**src/rtl/cct_pkg.sv**
```systemverilog
package cct_pkg;
  typedef enum logic [1:0] {MODE_STOP, MODE_UP, MODE_CONT, MODE_UPDN} cnt_mode_e;
  typedef enum logic [1:0] {EDGE_NONE, EDGE_RISE, EDGE_FALL, EDGE_BOTH} edge_e;
  typedef enum logic [1:0] {SEL_A, SEL_B, SEL_LOW, SEL_HIGH} in_sel_e;
  typedef enum logic [2:0] {
    OM_BIT, OM_SET, OM_TOG_RST, OM_SET_RST, OM_TOG, OM_RST, OM_TOG_SET, OM_RST_SET
  } outmode_e;

  localparam logic [3:0] ADR_CTL  = 4'd0;
  localparam logic [3:0] ADR_CNT  = 4'd1;
  localparam logic [3:0] ADR_IV   = 4'd2;
  localparam logic [3:0] ADR_CCTL = 4'd4;
  localparam logic [3:0] ADR_CCR  = 4'd8;
endpackage

```
**src/rtl/cct_prescale.sv**
```systemverilog
module cct_prescale #(
  parameter int NSRC = 4,
  localparam int SW = (NSRC > 1) ? $clog2(NSRC) : 1
) (
  input  logic            clk,
  input  logic            rst,
  input  logic [NSRC-1:0] src_tick,
  input  logic [SW-1:0]   src_sel,
  input  logic [1:0]      div_sel,
  input  logic            restart,
  output logic            tick
);
  logic [2:0] div_cnt;
  logic [2:0] lim;
  logic       src_on;

  always_comb begin
    case (div_sel)
      2'd0:    lim = 3'd0;
      2'd1:    lim = 3'd1;
      2'd2:    lim = 3'd3;
      default: lim = 3'd7;
    endcase
  end

  assign src_on = src_tick[src_sel];
  assign tick   = src_on && (div_cnt == lim);

  always_ff @(posedge clk) begin
    if (rst || restart) div_cnt <= '0;
    else if (src_on)    div_cnt <= (div_cnt == lim) ? 3'd0 : div_cnt + 3'd1;
  end

  assert_div_bound_R2: assert property (@(posedge clk) disable iff (rst)
    (div_cnt == lim && src_on && !restart) |=> (div_cnt == 3'd0));
endmodule

```
**src/rtl/cct_counter.sv**
```systemverilog
module cct_counter
  import cct_pkg::*;
#(
  parameter int CW = 16
) (
  input  logic          clk,
  input  logic          rst,
  input  logic          tick,
  input  cnt_mode_e     mode,
  input  logic [CW-1:0] period,
  input  logic          ld,
  input  logic [CW-1:0] ld_val,
  output logic [CW-1:0] cnt,
  output logic [CW-1:0] cnt_nxt,
  output logic          step,
  output logic          zero_evt
);
  logic dir_up, dir_nxt;

  assign step = tick && (mode != MODE_STOP);

  always_comb begin
    cnt_nxt = cnt;
    dir_nxt = dir_up;
    case (mode)
      MODE_UP:   cnt_nxt = (cnt >= period) ? '0 : cnt + 1'b1;
      MODE_CONT: cnt_nxt = cnt + 1'b1;
      MODE_UPDN: begin
        if (dir_up) begin
          if (cnt >= period) begin
            cnt_nxt = (cnt == '0) ? '0 : cnt - 1'b1;
            dir_nxt = 1'b0;
          end else begin
            cnt_nxt = cnt + 1'b1;
          end
        end else begin
          if (cnt == '0) begin
            cnt_nxt = (period == '0) ? '0 : CW'(1);
            dir_nxt = 1'b1;
          end else begin
            cnt_nxt = cnt - 1'b1;
          end
        end
      end
      default: ;
    endcase
  end

  assign zero_evt = step && (cnt != '0) && (cnt_nxt == '0);

  always_ff @(posedge clk) begin
    if (rst) begin
      cnt    <= '0;
      dir_up <= 1'b1;
    end else if (ld) begin
      cnt    <= ld_val;
      dir_up <= 1'b1;
    end else if (step) begin
      cnt    <= cnt_nxt;
      dir_up <= dir_nxt;
    end
  end

  assert_up_wrap_R3: assert property (@(posedge clk) disable iff (rst)
    (step && mode == MODE_UP && cnt == period && !ld) |=> (cnt == '0));
  assert_cont_wrap_R4: assert property (@(posedge clk) disable iff (rst)
    (step && mode == MODE_CONT && cnt == '1 && !ld) |=> (cnt == '0));
  assert_updn_turn_R5: assert property (@(posedge clk) disable iff (rst)
    (step && mode == MODE_UPDN && cnt == '0 && period != '0 && !ld) |=> (cnt == CW'(1)));
endmodule

```
**src/rtl/cct_channel.sv**
```systemverilog
module cct_channel
  import cct_pkg::*;
#(
  parameter int CW = 16
) (
  input  logic          clk,
  input  logic          rst,
  input  logic          cap_a,
  input  logic          cap_b,
  input  logic [CW-1:0] cnt,
  input  logic [CW-1:0] cnt_nxt,
  input  logic          step,
  input  logic          eq0,
  input  logic          cctl_we,
  input  logic          ccr_we,
  input  logic          ccr_rd,
  input  logic          flag_clr,
  input  logic [CW-1:0] wdata,
  output logic [CW-1:0] ccr,
  output logic [CW-1:0] cctl_rd,
  output logic          out_q,
  output logic          flag,
  output logic          ie
);
  edge_e    edge_sel;
  in_sel_e  in_sel;
  outmode_e omode;
  logic     cap_mode, obit, cov, unread;
  logic [1:0] sync_a, sync_b;
  logic     lvl, prev_lvl, cap_evt, eq, out_nxt;
  logic     unused_wbits;

  assign unused_wbits = ^{wdata[11:9], wdata[3]};

  always_comb begin
    case (in_sel)
      SEL_A:    lvl = sync_a[1];
      SEL_B:    lvl = sync_b[1];
      SEL_LOW:  lvl = 1'b0;
      default:  lvl = 1'b1;
    endcase
  end

  always_comb begin
    case (edge_sel)
      EDGE_RISE: cap_evt = lvl && !prev_lvl;
      EDGE_FALL: cap_evt = !lvl && prev_lvl;
      EDGE_BOTH: cap_evt = lvl ^ prev_lvl;
      default:   cap_evt = 1'b0;
    endcase
    cap_evt = cap_evt && cap_mode;
  end

  assign eq = step && (cnt_nxt == ccr);

  always_comb begin
    out_nxt = out_q;
    case (omode)
      OM_BIT:     out_nxt = obit;
      OM_SET:     if (eq) out_nxt = 1'b1;
      OM_TOG_RST: begin if (eq) out_nxt = !out_q; if (eq0) out_nxt = 1'b0; end
      OM_SET_RST: begin if (eq) out_nxt = 1'b1;   if (eq0) out_nxt = 1'b0; end
      OM_TOG:     if (eq) out_nxt = !out_q;
      OM_RST:     if (eq) out_nxt = 1'b0;
      OM_TOG_SET: begin if (eq) out_nxt = !out_q; if (eq0) out_nxt = 1'b1; end
      default:    begin if (eq) out_nxt = 1'b0;   if (eq0) out_nxt = 1'b1; end
    endcase
  end

  always_ff @(posedge clk) begin
    if (rst) begin
      sync_a <= '0;
      sync_b <= '0;
      prev_lvl <= 1'b0;
    end else begin
      sync_a <= {sync_a[0], cap_a};
      sync_b <= {sync_b[0], cap_b};
      prev_lvl <= lvl;
    end
  end

  always_ff @(posedge clk) begin
    if (rst) begin
      edge_sel <= EDGE_NONE;
      in_sel   <= SEL_A;
      omode    <= OM_BIT;
      cap_mode <= 1'b0;
      ie       <= 1'b0;
      obit     <= 1'b0;
      cov      <= 1'b0;
      flag     <= 1'b0;
      unread   <= 1'b0;
      ccr      <= '0;
      out_q    <= 1'b0;
    end else begin
      if (cctl_we) begin
        edge_sel <= edge_e'(wdata[15:14]);
        in_sel   <= in_sel_e'(wdata[13:12]);
        cap_mode <= wdata[8];
        omode    <= outmode_e'(wdata[7:5]);
        ie       <= wdata[4];
        obit     <= wdata[2];
        cov      <= wdata[1];
        flag     <= wdata[0];
      end
      if (flag_clr) flag <= 1'b0;
      if (cap_evt || (eq && !cap_mode)) flag <= 1'b1;
      if (cap_evt && unread) cov <= 1'b1;
      if (ccr_rd) unread <= 1'b0;
      if (cap_evt) unread <= 1'b1;
      if (ccr_we) ccr <= wdata;
      if (cap_evt) ccr <= cnt;
      out_q <= out_nxt;
    end
  end

  assign cctl_rd = CW'({edge_sel, in_sel, 3'b000, cap_mode, omode, ie, 1'b0, obit, cov, flag});

  assert_cap_flag_R7: assert property (@(posedge clk) disable iff (rst)
    cap_evt |=> (flag && ccr == $past(cnt)));
  assert_missed_cap_R9: assert property (@(posedge clk) disable iff (rst)
    (cap_evt && unread) |=> cov);
  assert_cmp_flag_R10: assert property (@(posedge clk) disable iff (rst)
    (eq && !cap_mode) |=> flag);
  assert_om_set_R11: assert property (@(posedge clk) disable iff (rst)
    (omode == OM_SET && eq) |=> out_q);
  assert_om_rst_R11: assert property (@(posedge clk) disable iff (rst)
    (omode == OM_RST && eq) |=> !out_q);
endmodule

```
**src/rtl/cctimer.sv**
```systemverilog
module cctimer
  import cct_pkg::*;
#(
  parameter int CW   = 16,
  parameter int NCH  = 3,
  parameter int NSRC = 4,
  localparam int SW  = (NSRC > 1) ? $clog2(NSRC) : 1
) (
  input  logic            clk,
  input  logic            rst,
  input  logic [NSRC-1:0] src_tick,
  input  logic [NCH-1:0]  cap_a,
  input  logic [NCH-1:0]  cap_b,
  input  logic            wr_en,
  input  logic            rd_en,
  input  logic [3:0]      addr,
  input  logic [CW-1:0]   wdata,
  output logic [CW-1:0]   rdata,
  output logic [NCH-1:0]  cc_out,
  output logic            irq
);
  logic [SW-1:0] src_sel;
  logic [1:0]    div_sel;
  cnt_mode_e     mode;
  logic          tie, tflag;
  logic          ctl_we, cnt_we, iv_rd;
  logic          tick, step, zero_evt, eq0;
  logic [CW-1:0] cnt, cnt_nxt, iv_code;
  logic [CW-1:0] ccr_v  [NCH];
  logic [CW-1:0] cctl_v [NCH];
  logic [NCH-1:0] flag_v, ie_v, pend, hit_ch, clr_ch, cctl_we, ccr_we, ccr_rd;
  logic          hit_t;

  assign ctl_we = wr_en && addr == ADR_CTL;
  assign cnt_we = wr_en && addr == ADR_CNT;
  assign iv_rd  = rd_en && addr == ADR_IV;

  always_ff @(posedge clk) begin
    if (rst) begin
      src_sel <= '0;
      div_sel <= '0;
      mode    <= MODE_STOP;
      tie     <= 1'b0;
      tflag   <= 1'b0;
    end else begin
      if (ctl_we) begin
        src_sel <= wdata[9 +: SW];
        div_sel <= wdata[8:7];
        mode    <= cnt_mode_e'(wdata[6:5]);
        tie     <= wdata[1];
        tflag   <= wdata[0];
      end
      if (hit_t && iv_rd) tflag <= 1'b0;
      if (zero_evt) tflag <= 1'b1;
    end
  end

  cct_prescale #(.NSRC(NSRC)) u_pre (
    .clk(clk), .rst(rst), .src_tick(src_tick), .src_sel(src_sel),
    .div_sel(div_sel), .restart(ctl_we), .tick(tick)
  );

  cct_counter #(.CW(CW)) u_cnt (
    .clk(clk), .rst(rst), .tick(tick), .mode(mode), .period(ccr_v[0]),
    .ld(cnt_we), .ld_val(wdata), .cnt(cnt), .cnt_nxt(cnt_nxt),
    .step(step), .zero_evt(zero_evt)
  );

  assign eq0 = step && (cnt_nxt == ccr_v[0]);

  for (genvar g = 0; g < NCH; g++) begin : g_ch
    assign cctl_we[g] = wr_en && addr == 4'(ADR_CCTL + g);
    assign ccr_we[g]  = wr_en && addr == 4'(ADR_CCR + g);
    assign ccr_rd[g]  = rd_en && addr == 4'(ADR_CCR + g);
    assign clr_ch[g]  = iv_rd && hit_ch[g];
    assign pend[g]    = flag_v[g] && ie_v[g];
    cct_channel #(.CW(CW)) u_ch (
      .clk(clk), .rst(rst), .cap_a(cap_a[g]), .cap_b(cap_b[g]),
      .cnt(cnt), .cnt_nxt(cnt_nxt), .step(step), .eq0(eq0),
      .cctl_we(cctl_we[g]), .ccr_we(ccr_we[g]), .ccr_rd(ccr_rd[g]),
      .flag_clr(clr_ch[g]), .wdata(wdata), .ccr(ccr_v[g]),
      .cctl_rd(cctl_v[g]), .out_q(cc_out[g]), .flag(flag_v[g]), .ie(ie_v[g])
    );
  end

  always_comb begin
    iv_code = '0;
    hit_ch  = '0;
    hit_t   = 1'b0;
    for (int i = NCH - 1; i >= 0; i--) begin
      if (pend[i]) begin
        iv_code = CW'(2 * (i + 1));
        hit_ch  = '0;
        hit_ch[i] = 1'b1;
      end
    end
    if (pend == '0 && tflag && tie) begin
      iv_code = CW'(2 * (NCH + 1));
      hit_t   = 1'b1;
    end
  end

  always_ff @(posedge clk) begin
    if (rst) begin
      rdata <= '0;
      irq   <= 1'b0;
    end else begin
      irq <= (|pend) || (tflag && tie);
      if (rd_en) begin
        rdata <= '0;
        if (addr == ADR_CTL)
          rdata <= CW'({src_sel, div_sel, mode, 3'b000, tie, tflag});
        if (addr == ADR_CNT) rdata <= cnt;
        if (addr == ADR_IV)  rdata <= iv_code;
        for (int i = 0; i < NCH; i++) begin
          if (addr == 4'(ADR_CCTL + i)) rdata <= cctl_v[i];
          if (addr == 4'(ADR_CCR + i))  rdata <= ccr_v[i];
        end
      end
    end
  end

  assert_tflag_set_R4: assert property (@(posedge clk) disable iff (rst)
    zero_evt |=> tflag);
  assert_iv_nonzero_R6: assert property (@(posedge clk) disable iff (rst)
    (iv_rd && ((|pend) || (tflag && tie))) |=> (rdata != '0));
  assert_iv_clr_timer_R6: assert property (@(posedge clk) disable iff (rst)
    (iv_rd && hit_t && !zero_evt) |=> !tflag);
  assert_one_clear_R6: assert property (@(posedge clk) disable iff (rst)
    $onehot0({clr_ch, hit_t && iv_rd}));
endmodule

```
**config.mk**
```make
export PLATFORM = sky130hd
export DESIGN_NAME = cctimer
export DESIGN_NICKNAME = d
export VERILOG_FILES = /design/src/rtl/cct_pkg.sv /design/src/rtl/cct_prescale.sv /design/src/rtl/cct_counter.sv /design/src/rtl/cct_channel.sv /design/src/rtl/cctimer.sv
export SDC_FILE = /design/constraint.sdc
export NUM_CORES = 1
export LEC_CHECK = 0
export ABC_CLOCK_PERIOD_IN_PS = 4000
export CORE_MARGIN = 5
export CORE_UTILIZATION = 57
export CTS_BUF_LIST = sky130_fd_sc_hd__clkbuf_4 sky130_fd_sc_hd__clkbuf_8
export CTS_CLUSTER_DIAMETER = 60
export DETAILED_ROUTE_END_ITERATION = 6
export PLACE_DENSITY = 0.79
export SETUP_SLACK_MARGIN = 0.5
export SYNTH_ARGS = -nofsm -noshare
export SYNTH_HDL_FRONTEND = slang
export SYNTH_SLANG_ARGS = --single-unit
export TNS_END_PERCENT = 5
```
**constraint.sdc**
```tcl
create_clock -name clk -period 4 [get_ports clk]
set_input_delay 0.4 -clock clk [delete_from_list [all_inputs] [get_ports clk]]
set_output_delay 0.4 -clock clk [all_outputs]
set_load 0.1 [all_outputs]
```
==> impl_metrics.json <==
{
  "numCtsBuffers": 17,
  "min_period_ps": 4527,
  "num_vias": 11301,
  "cpPeakStageDelay_ps": 560,
  "power.total_mw": 3.459,
  "grt_max_degree": 81,
  "rr_startpoint": "g_ch[0].u_ch.ccr[15]",
  "end_kind": "flip-flop",
  "gp_congestion": 1.092,
  "io_buffers": 53,
  "drv_slew": 0,
  "fin_cells": 1649,
  "synth_simple_gate_area_share_pct": 26.73,
  "setup_tns_ps": -1343,
  "die_w_um": 139.8,
  "crit_required_ps": 4380,
  "cp_slowest_cell": "or4_4",
  "violations": "design-rule violations, negative setup slack",
  "drive_above_1_share_pct": 17.98,
  "grt_pass1_wl_mm": 61.85,
  "worstMarginPinSlew_ps": 1162,
  "power_density_mw_per_mm2": 290.6,
  "area_growth_pct": 23.98,
  "r2r_slack_ps": -530,
  "synth-edff-count": 0,
  "pre_cts_ws_ps": -502.5,
  "dp.final_hpwl_mm": 30.02,
  "antenna_found_initial": 0,
  "cap_violations": 0,
  "synth-seq-area-share_pct": 31.28,
  "yosysUniqueCellTypes": 77,
  "grt_pass1_vias": 10429,
  "synthTopCellsByArea": "dfxtp_1 (31%), nand2_1 (8.4%), a311oi_1 (5.6%)",
  "worstSkewPairLatency_ps": 470,
  "totalWireLength_mm": 40.74,
  "rr_worst_depth": 17,
  "io_pins": 54,
  "drcViolationCount": 1,
  "cp-endpoint": "g_ch[1].u_ch.out_q",
  "leakage_nw": 4.410,
  "root_buffer": "clkbuf_8",
  "htree_levels": 4,
  "grt_remaining_overflow": 0,
  "r2r_end": "g_ch[1].u_ch.out_q",
  "dp_cells": 1616,
  "nets": 1479,
  "crit_path_start_kind": "flip-flop",
  "ctsLongestPathBuffers": 2,
  "final_common_cell": "nand2_1",
  "mappedNetlistArea_mm2": 0.009600,
  "hold_buffers": 0,
  "hold_path_class": "in2reg",
  "synth_top_cell_by_area": "dfxtp_1",
  "muxShareOfSynthArea_pct": 3.493,
  "worstPathArrival_ps": 4910,
  "num_rows": 47,
  "post_synth.cell_area_avg_um2": 7.477,
  "synthAdderAreaFrac_pct": 3.779,
  "core-area_mm2": 0.01658,
  "relSlewSlack_pct": 22.32,
  "rsz0062_at_grt": "true",
  "syn-instance-count": 1284,
  "path_class": "reg2reg",
  "drtPass1Iterations": 7,
  "finClkSkew_ps": 18.87,
  "synth_top_area_share_pct": 31.28,
  "cts_sinks": 150,
  "hold_violations": 0,
  "detail-route-antenna-nets": 0,
  "wire_per_inst_um": 24.70,
  "syn-num-nets": 1347,
  "synth_ff_type": "dfxtp_1",
  "drt_iter0_markers": 1740,
  "dieArea_mm2": 0.01954,
  "synth_top_family_by_area": "simple AND/OR/NAND/NOR gates",
  "synth-compound-area-share_pct": 24.14,
  "worst-path-max-fanout": 5,
  "fp.dieH_um": 139.8,
  "finalCritPeriodShare_pct": 113.2,
  "cp_common_cell": "ha_4",
  "yosys.area_share.xor_xnor_pct": 4.197,
  "most-common-layout-cells": "nand2_1 (216), buf_4 (161), dfxtp_1 (145)",
  "cp-startpoint": "g_ch[0].u_ch.ccr[15]",
  "track_usage_pct": 40.39,
  "vdd_drop_max_mv": 0.3365,
  "diodes": 0,
  "start_util_pct": 57.89,
  "clk_pin_slew_worst_paths_ps": 100,
  "status": "finished with violations",
  "fin_ws_ps": -527.3,
  "path_cells": "inv_1 > ha_4 > nand4_1 > or2_1 > a311o_1 > a31o_1 > o32a_1 > mux2_4 > xor2_1 > nand2_1 > or4_4 > or3_4 > ha_4 > nor2_1 > a211oi_1 > mux2i_1 > o22ai_1",
  "via_per_inst": 6.853,
  "cts_tree": "built",
  "ys_warn_count": 0,
  "setup_violations": 5,
  "async_reset_ff_share_pct": 0,
  "ys_seq_elements": 150,
  "fmax_mhz": 220.9
}
-- cell usage after synthesis, types with 22 or more instances --
cell type	number
nand2_1	216
dfxtp_1	150
nor2_1	132
clkbuf_1	87
a21oi_1	80
nand3_1	76
a311oi_1	61
inv_1	42
ha_1	29
o21ai_0	29
xnor2_1	27
nor3_1	22
-- state kept, by name (all words and copies together) (netlist names), 6 cells and up --
register,count
g_ch.u_ch.omode,9
g_ch.u_ch.in_sel,6
g_ch.u_ch.sync_a,6
rdata,16
g_ch.u_ch.edge_sel,6
g_ch.u_ch.sync_b,6
g_ch.u_ch.ccr,48
u_cnt.cnt,16
-- per-stage QoR --
stage	util, %	cell area, µm²	hold WS, ps
final	71.77	11900	427.7
after global routing	71.77	11900	426.9
after CTS	71.42	11840	392.0
after detailed placement	68.75	11400	426.4
after global placement	68.75	11400	416.6
after floorplan	-	9733	413.8
-- power by group --
part / internal [mW] / leakage (nW) / switching, mW
clock network: 0.481 / 0.204 / 0.756
registers: 1.52 / 1.22 / 0.0263
logic: 0.253 / 2.99 / 0.420
total: 2.26 / 4.41 / 1.20
-- timing repair --
item / in CTS / in global routing
endpoints found under the hold margin: 0 / 0
setup endpoints to repair: 7 / 9
buffers inserted: 1 / 0
cloned: 0 / 0
resized for setup: 5 / 11
pin swaps: 5 / 5
-- metal layers --
layer  share of wire, %  vias up  track usage, %
met2                 42      870           60.55
met1                 39     5293           54.43
met5                  0        -               0
met4                5.8        0           19.28
met3                 13      202           10.05
li1                   -     4936               -
-- worst min path at each step --
stage / end / from / slack, ps / cells after the start
final: g_ch[0].u_ch.ccr[1] / wr_en / 430 / 3
after CTS: g_ch[0].u_ch.ccr[5] / wr_en / 390 / 3
after global routing: g_ch[0].u_ch.ccr[8] / wr_en / 430 / 3
after global placement: g_ch[0].u_ch.sync_b[1] / g_ch[0].u_ch.sync_b[0] / 420 / 1
after floorplan: g_ch[0].u_ch.sync_a[1] / g_ch[0].u_ch.sync_a[0] / 410 / 1
after detailed placement: g_ch[2].u_ch.sync_b[1] / g_ch[2].u_ch.sync_b[0] / 430 / 1
-- final cells by class --
type / count / area (µm²)
clock buffer: 17 / 234.0
fill: 1392 / 4681
multi-input combinational: 983 / 6183
sequential: 150 / 3009
clock inverter: 15 / 180.2
tap: 220 / 275.3
timing repair buffer: 220 / 1856
inverter: 44 / 165.2
-- critical path: cells and delay by family, from the launching register on --
| kind | cells | cell delay (ps) |
|---|---|---|
| xor+xnor | 1 | 150 |
| buf+inv | 1 | 60 |
| simple gates | 6 | 1590 |
| fa+ha+maj | 2 | 540 |
| compound gates | 5 | 1370 |
| mux | 2 | 390 |
| flops | 1 | 340 |
-- cells by family after synthesis --
group	Yosys count
muxes	30
buffers and inverters	151
adders and majority gates	29
and+or+nand+nor	561
AOI/OAI and AO/OA	317
DFF	150
xor gates and xnor gates	46
Power figures use the tool's default switching activity.
